## src/rtl/pgr_pkg.sv

```systemverilog
package pgr_pkg;
  localparam int DATA_W      = 32;
  // word indices of each region (byte offset / 4)
  localparam int CL_BASE_W   = 0;
  localparam int BANK_BASE_W = 8;
  localparam int STATE_IDX_W = 16;
  localparam int KEEP_BASE_W = 24;
  localparam int CLR_BASE_W  = 28;
  localparam int MAP_END_W   = 32;
  localparam int BANK_STRIDE = 8;
  localparam logic [DATA_W-1:0] STATE_RST = 32'h00FF_FD87;
endpackage

```

## src/rtl/pgr_cluster_reg.sv

```systemverilog
module pgr_cluster_reg #(
  parameter int GATE_W = 4
) (
  input  logic              clk,
  input  logic              rst,
  input  logic              we,
  input  logic [GATE_W:0]   wbits,
  output logic [GATE_W-1:0] gate,
  output logic              iso
);
  always_ff @(posedge clk) begin
    if (rst) begin
      gate <= '1;
      iso  <= 1'b0;
    end else if (we) begin
      gate <= wbits[GATE_W-1:0];
      iso  <= wbits[GATE_W];
    end
  end
endmodule

```

## src/rtl/pgr_bank_reg.sv

```systemverilog
module pgr_bank_reg #(
  parameter int BANKS = 4
) (
  input  logic             clk,
  input  logic             rst,
  input  logic             we,
  input  logic [BANKS-1:0] wbits,
  output logic [BANKS-1:0] gate
);
  always_ff @(posedge clk) begin
    if (rst)     gate <= '1;
    else if (we) gate <= wbits;
  end
endmodule

```

## src/rtl/pgr_scratch.sv

```systemverilog
module pgr_scratch #(
  parameter int WORDS  = 4,
  parameter int DW     = 32,
  parameter int IW     = (WORDS > 1) ? $clog2(WORDS) : 1
) (
  input  logic          clk,
  input  logic          clr,
  input  logic          we,
  input  logic [IW-1:0] idx,
  input  logic [DW-1:0] wdata,
  output logic [DW-1:0] rdata
);
  logic [DW-1:0] mem [WORDS];

  always_ff @(posedge clk) begin
    if (clr) begin
      for (int i = 0; i < WORDS; i++) mem[i] <= '0;
    end else if (we) begin
      mem[idx] <= wdata;
    end
  end

  assign rdata = mem[idx];
endmodule

```

## src/rtl/pwr_gate_regbank.sv

```systemverilog
module pwr_gate_regbank
  import pgr_pkg::*;
#(
  parameter int ADDR_W      = 8,
  parameter int NUM_CL      = 3,
  parameter int GATE_W      = 4,
  parameter int NUM_BANKREG = 2,
  parameter int BANKS       = 4,
  parameter int NUM_KEEP    = 4,
  parameter int NUM_CLR     = 4,
  parameter int PDN_W       = 4
) (
  input  logic                          clk,
  input  logic                          rst,
  input  logic                          por_i,
  input  logic                          wr_en,
  input  logic                          rd_en,
  input  logic [ADDR_W-1:0]             addr,
  input  logic [DATA_W-1:0]             wdata,
  output logic [DATA_W-1:0]             rdata,
  output logic [NUM_CL*GATE_W-1:0]      cl_gate_o,
  output logic [NUM_BANKREG*BANKS-1:0]  bank_gate_o,
  output logic [DATA_W-1:0]             state_o,
  output logic [PDN_W-1:0]              pdn_stat_o
);
  localparam int WORD_W = ADDR_W - 2;
  localparam int KIW    = (NUM_KEEP > 1) ? $clog2(NUM_KEEP) : 1;
  localparam int CIW    = (NUM_CLR > 1) ? $clog2(NUM_CLR) : 1;

  logic [WORD_W-1:0] word;
  logic              aligned;
  logic              wr_ok;

  assign word    = addr[ADDR_W-1:2];
  assign aligned = (addr[1:0] == 2'b00);
  assign wr_ok   = wr_en && aligned;

  // cold/warm reset tracking
  logic powered_q;
  logic cold_clr;

  always_ff @(posedge clk) begin
    if (rst)        powered_q <= 1'b1;
    else if (por_i) powered_q <= 1'b0;
  end

  assign cold_clr = rst && (por_i || !powered_q);

  // cluster control words
  logic [NUM_CL-1:0][GATE_W-1:0] cl_gate;
  logic [NUM_CL-1:0]             cl_iso;

  for (genvar c = 0; c < NUM_CL; c++) begin : g_cl
    pgr_cluster_reg #(.GATE_W(GATE_W)) u_cl (
      .clk   (clk),
      .rst   (rst),
      .we    (wr_ok && (word == WORD_W'(CL_BASE_W + 2*c))),
      .wbits (wdata[GATE_W:0]),
      .gate  (cl_gate[c]),
      .iso   (cl_iso[c])
    );
    assign cl_gate_o[c*GATE_W +: GATE_W] = cl_gate[c];
  end

  // bank-style control words, one gate bit every BANK_STRIDE bits
  logic [NUM_BANKREG-1:0][BANKS-1:0] bank_gate;
  logic [BANKS-1:0]                  bank_wbits;

  for (genvar k = 0; k < BANKS; k++) begin : g_spread
    assign bank_wbits[k] = wdata[k*BANK_STRIDE];
  end

  for (genvar b = 0; b < NUM_BANKREG; b++) begin : g_bank
    pgr_bank_reg #(.BANKS(BANKS)) u_bank (
      .clk   (clk),
      .rst   (rst),
      .we    (wr_ok && (word == WORD_W'(BANK_BASE_W + 2*b))),
      .wbits (bank_wbits),
      .gate  (bank_gate[b])
    );
    assign bank_gate_o[b*BANKS +: BANKS] = bank_gate[b];
  end

  // local power-state word
  logic [DATA_W-1:0] state_q;

  always_ff @(posedge clk) begin
    if (rst) state_q <= STATE_RST;
    else if (wr_ok && (word == WORD_W'(STATE_IDX_W))) state_q <= wdata;
  end

  assign state_o    = state_q;
  assign pdn_stat_o = ~state_q[PDN_W-1:0];

  // scratch storage
  logic              in_keep, in_clr;
  logic [KIW-1:0]    keep_idx;
  logic [CIW-1:0]    clr_idx;
  logic [DATA_W-1:0] keep_rd, clr_rd;

  assign in_keep  = (word >= WORD_W'(KEEP_BASE_W)) && (word < WORD_W'(KEEP_BASE_W + NUM_KEEP));
  assign in_clr   = (word >= WORD_W'(CLR_BASE_W)) && (word < WORD_W'(CLR_BASE_W + NUM_CLR));
  assign keep_idx = KIW'(word - WORD_W'(KEEP_BASE_W));
  assign clr_idx  = CIW'(word - WORD_W'(CLR_BASE_W));

  pgr_scratch #(.WORDS(NUM_KEEP), .DW(DATA_W), .IW(KIW)) u_keep (
    .clk   (clk),
    .clr   (cold_clr),
    .we    (wr_ok && in_keep),
    .idx   (keep_idx),
    .wdata (wdata),
    .rdata (keep_rd)
  );

  pgr_scratch #(.WORDS(NUM_CLR), .DW(DATA_W), .IW(CIW)) u_clr (
    .clk   (clk),
    .clr   (rst),
    .we    (wr_ok && in_clr),
    .idx   (clr_idx),
    .wdata (wdata),
    .rdata (clr_rd)
  );

  // read mux
  logic [DATA_W-1:0] rd_word;

  always_comb begin
    rd_word = '0;
    for (int c = 0; c < NUM_CL; c++) begin
      if (word == WORD_W'(CL_BASE_W + 2*c))     rd_word[GATE_W:0]   = {cl_iso[c], cl_gate[c]};
      if (word == WORD_W'(CL_BASE_W + 2*c + 1)) rd_word[GATE_W-1:0] = cl_gate[c];
    end
    for (int b = 0; b < NUM_BANKREG; b++) begin
      if ((word == WORD_W'(BANK_BASE_W + 2*b)) || (word == WORD_W'(BANK_BASE_W + 2*b + 1))) begin
        for (int k = 0; k < BANKS; k++) rd_word[k*BANK_STRIDE] = bank_gate[b][k];
      end
    end
    if (word == WORD_W'(STATE_IDX_W)) rd_word = state_q;
    if (in_keep) rd_word = keep_rd;
    if (in_clr)  rd_word = clr_rd;
    if (!aligned) rd_word = '0;
  end

  always_ff @(posedge clk) begin
    if (rst)        rdata <= '0;
    else if (rd_en) rdata <= rd_word;
    else            rdata <= '0;
  end
endmodule

```

## config.mk

```make
export PLATFORM = sky130hd
export DESIGN_NAME = pwr_gate_regbank
export DESIGN_NICKNAME = d
export VERILOG_FILES = /design/src/rtl/pgr_pkg.sv /design/src/rtl/pgr_cluster_reg.sv /design/src/rtl/pgr_bank_reg.sv /design/src/rtl/pgr_scratch.sv /design/src/rtl/pwr_gate_regbank.sv
export SDC_FILE = /design/constraint.sdc
export NUM_CORES = 1
export LEC_CHECK = 0
export BUFFER_PORTS_ARGS = -buffer_cell sky130_fd_sc_hd__buf_2
export CAP_MARGIN = 10
export CORE_MARGIN = 5
export CORE_UTILIZATION = 64
export DETAILED_ROUTE_END_ITERATION = 8
export PLACE_DENSITY = 0.85
export SYNTH_ARGS = -nofsm -noshare
export SYNTH_HDL_FRONTEND = slang
export SYNTH_SLANG_ARGS = --single-unit
export TNS_END_PERCENT = 30
```

## constraint.sdc

```tcl
create_clock -name clk -period 16.6 [get_ports clk]
set_input_delay 4.98 -clock clk [delete_from_list [all_inputs] [get_ports clk]]
set_output_delay 4.98 -clock clk [all_outputs]
set_load 0.01 [all_outputs]
```

# After elaboration in Yosys (flattened, before gate mapping)
# Memory sizes are Yosys's and may differ from the RTL's.
# Index checks and enable logic that the tools add are counted.
totals:
  wordCells: 86
  mem_count: 2
  inputBits: 45
  out_inout_bits: 88
  reg_bits: 88
  ramBits: 256
memory_table:
  columns: ["memory", "words", "width", "read_ports", "rd_clocked_by_memory_dff", "wr", "line", "source"]
  rows:
  - ["u_clr.mem", 4, 32, 1, 0, 4, "pgr_scratch.sv:13", "logic [DW-1:0] mem [WORDS];"]
  - ["u_keep.mem", 4, 32, 1, 0, 4, "pgr_scratch.sv:13", null]
op_classes:
  bitwise_logic: 3
  order_cmp: 4
  mux: 33
  n_eq_ne: 10
  reduce_logical: 21
  add_sub_neg: 2
ops:
  columns: ["cell", "count"]
  rows:
  - ["two-way mux 32 bit", 5]
  - ["OR reduction 32 bit", 2]
  - ["== test 6 x 4 -> 1 bit (second input constant)", 4]
  - ["two-way mux 1 bit", 20]
  - ["two-way mux 5 bit", 3]
  - ["== test 6 x 2 -> 1 bit (second input constant)", 2]
  - ["== test 6 x 3 -> 1 bit (second input constant)", 2]
  - [">= comparator 6 x 5 -> 1 bit (second input constant)", 2]
  - ["logical AND 1 bit", 12]
  - ["two-way mux 4 bit", 3]
  - ["== test 6 x 1 -> 1 bit (second input constant)", 1]
  - ["== test 6 x 5 -> 1 bit (second input constant)", 1]
  - ["logical NOT 6 bit", 1]
  - ["< comparator 6 x 5 -> 1 bit (second input constant)", 1]
  - ["< comparator 6 bit (second input constant)", 1]
  - ["two-way mux 2 bit", 2]
  - ["inverter 4 bit", 1]
  - ["subtractor 2 x 1 -> 2 bit (second input constant)", 2]
  - ["logical OR 1 bit", 3]
  - ["OR reduction 3 bit", 1]
  - ["logical NOT 2 bit", 1]
  - ["inverter 1 bit", 2]
  - ["logical NOT 1 bit", 1]

# Longest topological paths before layout
# Gate-level depths: netlist (run 1).
logic_depth:
  depth_word: 12
  mapped_depth: 7

# Cells and area by module
# Synthesis (run 1) repeated with hierarchy kept, for this count alone.
unflattened:
  hier_cells: 1117
  area_unflattened_um2: 14731.6
modules_own_cells:
  columns: ["mod", "seq_area_each_um2", "cells_per_inst", "n_inst", "area_per_inst_um2"]
  rows:
  - ["pgr_scratch", 3843.7, 355, 2, 5539.1]
  - ["pwr_gate_regbank", 1301.2, 335, 1, 2817.7]
  - ["pgr_cluster_reg", 100.1, 16, 3, 185.2]
  - ["pgr_bank_reg", 80.1, 12, 2, 140.1]

# Worst setup path before layout (run 1)
# OpenSTA, ideal clock, no wires.
synth_timing:
  path_type: "input-to-reg"
  startpoint: "input port addr[6]"
  endpoint: "memory u_keep.mem[2][0] (enable)"
  t_required_ps: 16134
  path_buffers: 3
  setup_slack_ps: 7935
  arrival_time_ps: 8199
  setup_time_ps: 466
  path_stages: 6
  cell_sequence: "buf_2 -> and3b_1 -> clkbuf_1 -> nand2_2 -> clkbuf_1 -> o21ai_0"
synth_rtl:
  columns: ["element", "line", "source"]
  rows:
  - ["start: declaration", "pwr_gate_regbank.sv:18", "input logic [ADDR_W-1:0] addr,"]
  - ["end: declaration", "pgr_scratch.sv:13", null]

==> results of run 1 <==
sequential cells by signal, summed over array words and instances, names as in the netlist:
register            count
g_bank.u_bank.gate      8
g_cl.u_cl.gate         12
g_cl.u_cl.iso           3
powered_q               1
rdata                  32
state_o                32
u_clr.mem             128
u_keep.mem            128
placed cells by master (no fill, tap or decap), drive strengths merged, types with 2 or more instances in the layout:
| cell type | Yosys | final |
|---|---|---|
| a211o | 25 | 25 |
| clkinv | 0 | 12 |
| a22oi | 6 | 6 |
| mux2 | 9 | 9 |
| nor4 | 24 | 24 |
| a22o | 3 | 3 |
| o2bb2ai | 28 | 28 |
| nand3 | 12 | 12 |
| clkbuf | 50 | 44 |
| nor3b | 4 | 4 |
| o21ai | 8 | 8 |
| or2 | 6 | 6 |
| and3 | 6 | 6 |
| nand2 | 67 | 67 |
| mux2i | 32 | 32 |
| nand3b | 15 | 15 |
| nor3 | 6 | 6 |
| edfxtp | 256 | 256 |
| a21oi | 17 | 17 |
| nor4b | 4 | 4 |
| nor2 | 27 | 27 |
| clkinvlp | 0 | 2 |
| bufinv | 0 | 4 |
| nand2b | 3 | 3 |
| dfxtp | 88 | 88 |
| buf | 25 | 145 |
| nor2b | 6 | 6 |
| inv | 15 | 15 |
| and2 | 233 | 233 |
| mux4 | 61 | 61 |
| a211oi | 4 | 4 |
| and3b | 2 | 2 |
metal layers:
layer / vias up / GRT usage (%)
met3: 95 / 6.00
met4: 0 / 8.23
met2: 539 / 44.6
met1: 4587 / 35.4
li1: 4103 / -
met5: - / 0
path summary, 6_finish.rpt:
| check | slack (ns) | start | cells after the start | to |
|---|---|---|---|---|
| max | 8.84 | addr[6] | 5 | u_clr.mem[1][25] |
| min | 0.47 | state_o[27] | 2 | state_o[27] |
| max reg2reg | 13.63 | powered_q | 4 | u_keep.mem[1][2] |
| min reg2reg | 0.47 | state_o[27] | 2 | state_o[27] |
power breakdown:
| part | switching (mW) | internal [mW] | total, mW |
|---|---|---|---|
| registers | 0.00886 | 0.952 | 0.961 |
| clock network | 0.318 | 0.474 | 0.792 |
| logic | 0.0649 | 0.0383 | 0.103 |
| total | 0.392 | 1.46 | 1.86 |
cell type report:
class	count	share of cell area, %
clock inverters	18	1.14
flip-flops and latches	344	55.9
clock buffers	44	5.69
multi-input cells	617	30.1
inverters	15	0.333
repair buffers	145	4.52
well taps	313	2.32
critical path, delay by kind of cell:
family / cells / cell delay (ns)
buf+inv: 1 / 0.21
simple gates: 4 / 2.67
cells by family after synthesis:
family	synth area share [%]
multiplexers	12.1
AND/OR/NAND/NOR	16.7
AO/OA/AOI/OAI	5.16
flip-flops	63.5
buffers and inverters	2.57
through the flow:
step                      hold WS [ns]  utilization [%]  cell area [um^2]  worst slack [ns]
after CTS                        0.468             74.2             16900              8.81
after global placement           0.454             69.1             15700              8.47
after global routing             0.494             74.2             16900              8.67
after detailed placement         0.463             69.1             15700              8.30
final                            0.465             74.2             16900              8.84
after floorplan                  0.463                -             14900              7.93
==> results.json, run 1 <==
{
  "drtIter0Drc": 1122,
  "drt_pre_antenna_iters": 7,
  "yosysTopAreaCell": "edfxtp_1",
  "wl_met3_mm": 3.60,
  "drv_cap": 0,
  "rsz0062_at_grt": "no",
  "cp_max_fo": 32,
  "dp.final_hpwl_mm": 21.2,
  "cts_resized": 0,
  "fin_crit_ns": 7.76,
  "synth_common_cells": "edfxtp_1, and2_1, dfxtp_1, nand2_1, mux4_2",
  "crit_type": "in -> reg",
  "ys_seq_area_share_pct": 63.5,
  "synth_edf_count": 256,
  "worst_pin_slew_ns": 1.22,
  "htreeDepth": 2,
  "ant_nets": 0,
  "overflow": 0,
  "area_growth_pct": 13.6,
  "io_pins": 133,
  "fp.coreArea_um2": 22800,
  "drt-met1-wl_mm": 13.2,
  "detail_route.wl_per_cell_um": 23.6,
  "fin_skew_ns": 0.0111,
  "regArea_um2": 9450,
  "worstPathCellList": "buf_2 > and3b_1 > nand3_2 > nor3_4 > or2_2",
  "ys_types": 47,
  "finalWirelength_mm": 35.2,
  "wl_met2_mm": 17.4,
  "synth_area_leaders": "edfxtp_1, dfxtp_1, and2_1",
  "path_clk_slew_ns": 0.06,
  "topRoutingLayerUsed": "met4",
  "fin_crit_sh_pct": 46.8,
  "avgSynthCellArea_um2": 14.2,
  "worstPathArrival_ns": 7.89,
  "synth.most_common_cell": "edfxtp_1",
  "multi_input_area_um2": 5090,
  "ys_ff_latch": 344,
  "viasPerCell": 6.23,
  "p_leak_nw": 6.32,
  "syn_area_um2": 14900,
  "slowest_delay_ns": 0.94,
  "synthArstFlopShare_pct": 0,
  "drc_errors": 0,
  "clockBufferDepth": 3,
  "grt_pass1_vias": 9283,
  "num_vias": 9324,
  "die-area_um2": 26400,
  "clock_sinks": 344,
  "antenna_found_initial": 0,
  "initial_utilization_pct": 65.3,
  "vdd_drop_max_mv": 0.0789,
  "drive_gt1_share_pct": 24.6,
  "p_per_area_nw_per_um2": 110,
  "syn-num-nets": 1096,
  "critPathCaptureType": "flip-flop",
  "die_x_um": 162,
  "setup_viol": 0,
  "max_freq_ghz": 0.129,
  "status": "finished, final reports clean",
  "synthCells": 1051,
  "num_rows": 55,
  "cts_buffers": 36,
  "port_buffers": 132,
  "grt_pass1_wl_mm": 53.8,
  "grt.total_usage_pct": 26.7,
  "slew_violations": 0,
  "slew_headroom_pct": 18.1,
  "yosys.area.top_type_share_pct": 51.7,
  "start_kind": "input port",
  "cts-root-buf": "clkbuf_16",
  "power_mw": 1.86,
  "ys_warn_count": 0,
  "dieHeight_um": 162,
  "cts_setup_buffers": 0,
  "finalSetupTns_ns": 0,
  "clock_latency_ns": 0.51,
  "hold_viol": 0,
  "holdCritPathClass": "reg -> reg",
  "place.gp.congestion": 0.882,
  "nFillCells": 1417,
  "grt_max_degree": 83,
  "final_cells": 1496,
  "hold_buffers": 0,
  "fin_nets": 1204,
  "synthFlopType": "edfxtp_1",
  "antennaDiodeCount": 0,
  "cp.required_ns": 16.73,
  "dp.cells": 1434,
  "critPathSlowestCell": "nor3_4",
  "cts_tree": "done"
}
Note: power is estimated with default switching activity, not from simulation.
==> run 2, diff against run 1 <==
Settings changed: CORE_UTILIZATION 64 to 59, PLACE_DENSITY 0.85 to 0.79.
Clock period 16.6 ns to 7.88 ns, I/O delays scaled along.
==> run 2 against run 1 <==
  * Utilization shrank 6.7 points
  * First-iteration DRC count is 19% lower
  * Final cell count is 1.3% higher
  * Sequential share of layout area about the same
  * Register-to-register slack worse by 8.7 ns
  * Cell area about the same
  * Clock-buffer cell count rose by 8
  * Critical endpoint is now u_keep.mem[1][17]
  * Clock skew rose by 0.0053 ns
  * Highest routed layer is now met5
  * Combinational power increased by 110%
  * Non-clock buffer count is the same
  * Die area rose by 7.9%
  * Clock power up 110%
  * Largest power group unchanged
==> results.json, run 2 (synthesized netlist as in run 1, its figures left out) <==
{
  "status": "finished, final reports clean",
  "dieHeight_um": 169,
  "p_clk_share_pct": 42.3,
  "slew_headroom_pct": 22.3,
  "p_seq_share_pct": 52.2,
  "place.gp.congestion": 0.860,
  "drc_errors": 0,
  "slew_violations": 0,
  "num_vias": 9039,
  "fin_crit_sh_pct": 64.8,
  "grt_pass1_vias": 9108,
  "rsz0062_at_grt": "no",
  "start_kind": "input port",
  "cp.required_ns": 8.00,
  "final_cell_mix": "edfxtp_1, and2_1, buf_2",
  "hold_viol": 0,
  "io_pins": 133,
  "top_regs": "u_clr.mem x128, u_keep.mem x128",
  "setup_viol": 0,
  "p_switching_uw": 831,
  "worst_pin_slew_ns": 1.17,
  "fp.coreArea_um2": 25000,
  "ant_nets": 0,
  "initial_utilization_pct": 59.4,
  "crit_type": "in -> reg",
  "port_buffers": 132,
  "cp_max_fo": 32,
  "grt.total_usage_pct": 24.3,
  "p_sw_share_pct": 21.4,
  "antenna_found_initial": 1,
  "cts_resized": 0,
  "final_cells": 1515,
  "viasPerCell": 5.97,
  "drv_cap": 0,
  "layout_commonest_cell": "edfxtp_1",
  "hold_buffers": 0,
  "die-area_um2": 28500,
  "clock_latency_ns": 0.51,
  "holdCritPathClass": "reg -> reg",
  "antennaDiodeCount": 0,
  "finalSetupTns_ns": 0,
  "p_leak_nw": 6.32,
  "fin_skew_ns": 0.0164,
  "dp.final_hpwl_mm": 20.6,
  "cts-root-buf": "clkbuf_16",
  "drtIter0Drc": 907,
  "grt_max_degree": 82,
  "cts_setup_buffers": 0,
  "path_clk_slew_ns": 0.06,
  "place_area_um2": 15800,
  "fin_crit_ns": 5.11,
  "drt_pre_antenna_iters": 6,
  "fin_nets": 1204,
  "internal_power_mw": 3.05,
  "finalWirelength_mm": 34.4,
  "htreeDepth": 2,
  "cts_buffers": 36,
  "num_rows": 58,
  "cts_tree": "done",
  "worstPathArrival_ns": 5.23,
  "dp.cells": 1451,
  "drive_gt1_share_pct": 24.6,
  "max_freq_ghz": 0.196,
  "holdWs_ns": 0.469,
  "design_area_um2": 16900,
  "critPathCaptureType": "flip-flop",
  "die_x_um": 169,
  "detail_route.wl_per_cell_um": 22.7,
  "clockBufferDepth": 3,
  "grt_pass1_wl_mm": 53.5,
  "clock_sinks": 344,
  "area_growth_pct": 13.7,
  "p_per_area_nw_per_um2": 229,
  "vdd_drop_max_mv": 0.172,
  "overflow": 0,
  "p_comb_share_pct": 5.6
}
==> run 2: cell types whose count changed in the layout (fill, tap and decap cells not counted) <==
| cell | delta |
|---|---|
| bufinv_16 | -3 |
| clkbuf_1 | +3 |
| clkbuf_16 | +1 |
| clkbuf_8 | +4 |
| clkinv_1 | -2 |
| clkinv_2 | +1 |
| clkinv_4 | -1 |
| clkinvlp_4 | -2 |
| inv_8 | +1 |
==> run 2: path summary, 6_finish.rpt <==
path	slack, ns	end	cells after the start	startpoint
max	2.77	u_keep.mem[1][17]	4	addr[4]
min	0.47	state_o[31]	2	state_o[31]
max reg2reg	4.90	u_keep.mem[1][17]	4	powered_q
min reg2reg	0.47	state_o[31]	2	state_o[31]
==> run 2: layout make-up <==
type / count / area, um^2
Timing Repair Buffer: 145 / 763
Sequential cell: 344 / 9450
Inverter: 15 / 56.3
Tap cell: 330 / 413
Multi-Input combinational cell: 617 / 5090
Fill cell: 1746 / 8130
Clock inverter: 12 / 87.6
Clock buffer: 52 / 1050
==> run 2: metal layers <==
layer	GRT usage [%]	vias up	routed length [um]
met5	0	-	7
met4	6.07	2	806
met3	4.55	65	2580
met2	39.6	377	16800
met1	34.3	4493	14200
li1	-	4102	-
==> run 2: per-stage QoR <==
stage	utilization [%]	power, mW	worst slack (ns)
floorplan	-	2.19	1.83
global placement	63.0	2.27	2.43
detailed placement	63.0	2.28	2.31
CTS	67.5	3.90	2.82
global route	67.5	4.00	2.60
finish	67.5	3.88	2.77
==> run 2: power by group through the flow <==
stage / Clock, mW / Sequential, mW / Combinational [mW]
floorplan: 0 / 2.05 / 0.141
global placement: 0 / 2.06 / 0.213
detailed placement: 0 / 2.06 / 0.216
CTS: 1.65 / 2.02 / 0.218
global route: 1.74 / 2.03 / 0.233
finish: 1.64 / 2.02 / 0.217
==> run 2: critical path: stages <==
cell,delay [ns]
buf_2,0.25
nor2_1,0.66
and3_1,1.05
or2_2,0.87
==> run 3, diff against run 2 <==
Clock period 7.88 ns to 5.2 ns, I/O delays scaled along.
==> run 3 against run 2 <==
  * Clock power increased by 51%
  * Via count up 2.0%
  * Hold slack lost 0.0038 ns
  * Critical path depth increased by 2
  * Highest routed layer is now met4
  * Final cell count grew 1.1%
  * First-iteration DRC count decreased by 8.3%
  * Die area did not move
  * Clock skew is 0.0046 ns higher
==> results.json, run 3 (synthesized netlist as in run 1, its figures left out) <==
{
  "cts_setup_buffers": 0,
  "hold_buffers": 0,
  "area_growth_pct": 14.8,
  "drt_pre_antenna_iters": 5,
  "cts_buffers": 35,
  "dieHeight_um": 169,
  "p_comb_share_pct": 5.8,
  "overflow": 0,
  "ant_nets": 0,
  "num_vias": 9220,
  "htreeDepth": 2,
  "layout_commonest_cell": "edfxtp_1",
  "fin_skew_ns": 0.0210,
  "p_clk_share_pct": 42.1,
  "max_freq_ghz": 0.270,
  "die-area_um2": 28500,
  "worst_pin_slew_ns": 0.935,
  "clock_latency_ns": 0.51,
  "p_per_area_nw_per_um2": 345,
  "drtIter0Drc": 832,
  "finalSetupTns_ns": 0,
  "slew_headroom_pct": 37.7,
  "clockBufferDepth": 3,
  "place_area_um2": 15900,
  "drive_gt1_share_pct": 25.9,
  "p_switching_mw": 1.26,
  "fp.coreArea_um2": 25000,
  "cts_tree": "done",
  "slew_violations": 0,
  "status": "finished, final reports clean",
  "cts-root-buf": "clkbuf_16",
  "fin_crit_sh_pct": 71.1,
  "holdCritPathClass": "reg -> reg",
  "nFillCells": 1727,
  "grt_pass1_wl_mm": 54.3,
  "grt_max_degree": 51,
  "setup_viol": 0,
  "use_met1_pct": 32.7,
  "top_usage_layer": "met2",
  "p_sw_share_pct": 21.5,
  "port_buffers": 132,
  "path_clk_slew_ns": 0.06,
  "cp.required_ns": 5.38,
  "fin_nets": 1219,
  "dp.final_hpwl_mm": 21.7,
  "worstPathArrival_ns": 3.88,
  "io_pins": 133,
  "cts_resized": 0,
  "viasPerCell": 6.02,
  "num_rows": 58,
  "fin_crit_ns": 3.70,
  "drc_errors": 0,
  "die_x_um": 169,
  "p_seq_share_pct": 52.1,
  "final_cell_mix": "edfxtp_1, and2_1, buf_2",
  "grtUsageMet2_pct": 40.8,
  "internal_power_mw": 4.62,
  "grt_pass1_vias": 9445,
  "initial_utilization_pct": 59.4,
  "detail_route.wl_per_cell_um": 22.8,
  "finalWirelength_mm": 34.9,
  "start_kind": "input port",
  "hold_viol": 0,
  "top_regs": "u_clr.mem x128, u_keep.mem x128",
  "vdd_drop_max_mv": 0.256,
  "grt.total_usage_pct": 24.7,
  "design_area_um2": 17100,
  "critPathCaptureType": "flip-flop",
  "met3_usage_pct": 4.72,
  "drv_cap": 0,
  "p_leak_nw": 6.41,
  "cp_max_fo": 31,
  "antenna_found_initial": 2,
  "rsz0062_at_grt": "no",
  "crit_type": "in -> reg",
  "place.gp.congestion": 0.851,
  "clock_sinks": 344
}
## run 3: final timing paths
| kind | cells after the start | slack [ns] | end | start |
|---|---|---|---|---|
| min reg2reg | 2 | 0.46 | state_o[29] | state_o[29] |
| min | 2 | 0.46 | state_o[29] | state_o[29] |
| max reg2reg | 5 | 2.91 | u_keep.mem[0][12] | powered_q |
| max | 6 | 1.50 | u_keep.mem[0][12] | addr[2] |
## run 3: layer usage
layer  part of all wire (%)  routed length, um  vias up
met5                      0                  0        -
met3                    7.9               2780       77
met1                     39              13800     4592
met2                     49              17200      421
li1                       -                  -     4130
met4                    3.4               1190        0
## run 3: cell type report
type | count | area (um^2) | area share, %
inverter | 15 | 56.3 | 0.330
clock buffer | 47 | 1030 | 6.06
clock inverter | 16 | 116 | 0.682
sequential | 344 | 9450 | 55.4
multi-input combinational | 617 | 5090 | 29.8
antenna | 2 | 5.00 | 0.0293
tap | 330 | 413 | 2.42
timing repair buffer | 161 | 908 | 5.32
## run 3: through the flow
| step | setup slack (ns) | power (mW) | utilization (%) | cells | hold slack (ns) |
|---|---|---|---|---|---|
| 5_1_grt | 1.34 | 6.06 | 68.2 | 1532 | 0.496 |
| 3_5_place_dp | 0.974 | 3.46 | 63.6 | 1467 | 0.459 |
| 2_1_floorplan | 0.131 | 3.33 | - | 1051 | 0.463 |
| 3_3_place_gp | 1.06 | 3.45 | 63.6 | 1467 | 0.455 |
| 6_report | 1.50 | 5.88 | 68.2 | 1532 | 0.465 |
| 4_1_cts | 1.50 | 5.92 | 68.2 | 1530 | 0.467 |
## run 3: worst max-delay path: stages
cell and delay [ns]:
buf_4 0.27, nor4b_4 0.51, nand2_2 0.37, nor4_4 0.25
or2_2 0.56, buf_4 0.33
## run 3: power groups by stage
stage          logic, mW  clock network (mW)  registers [mW]
2_1_floorplan      0.214                   0            3.11
3_3_place_gp       0.338                   0            3.12
3_5_place_dp       0.342                   0            3.12
4_1_cts            0.344                2.51            3.06
5_1_grt            0.368                2.62            3.07
6_report           0.344                2.48            3.06
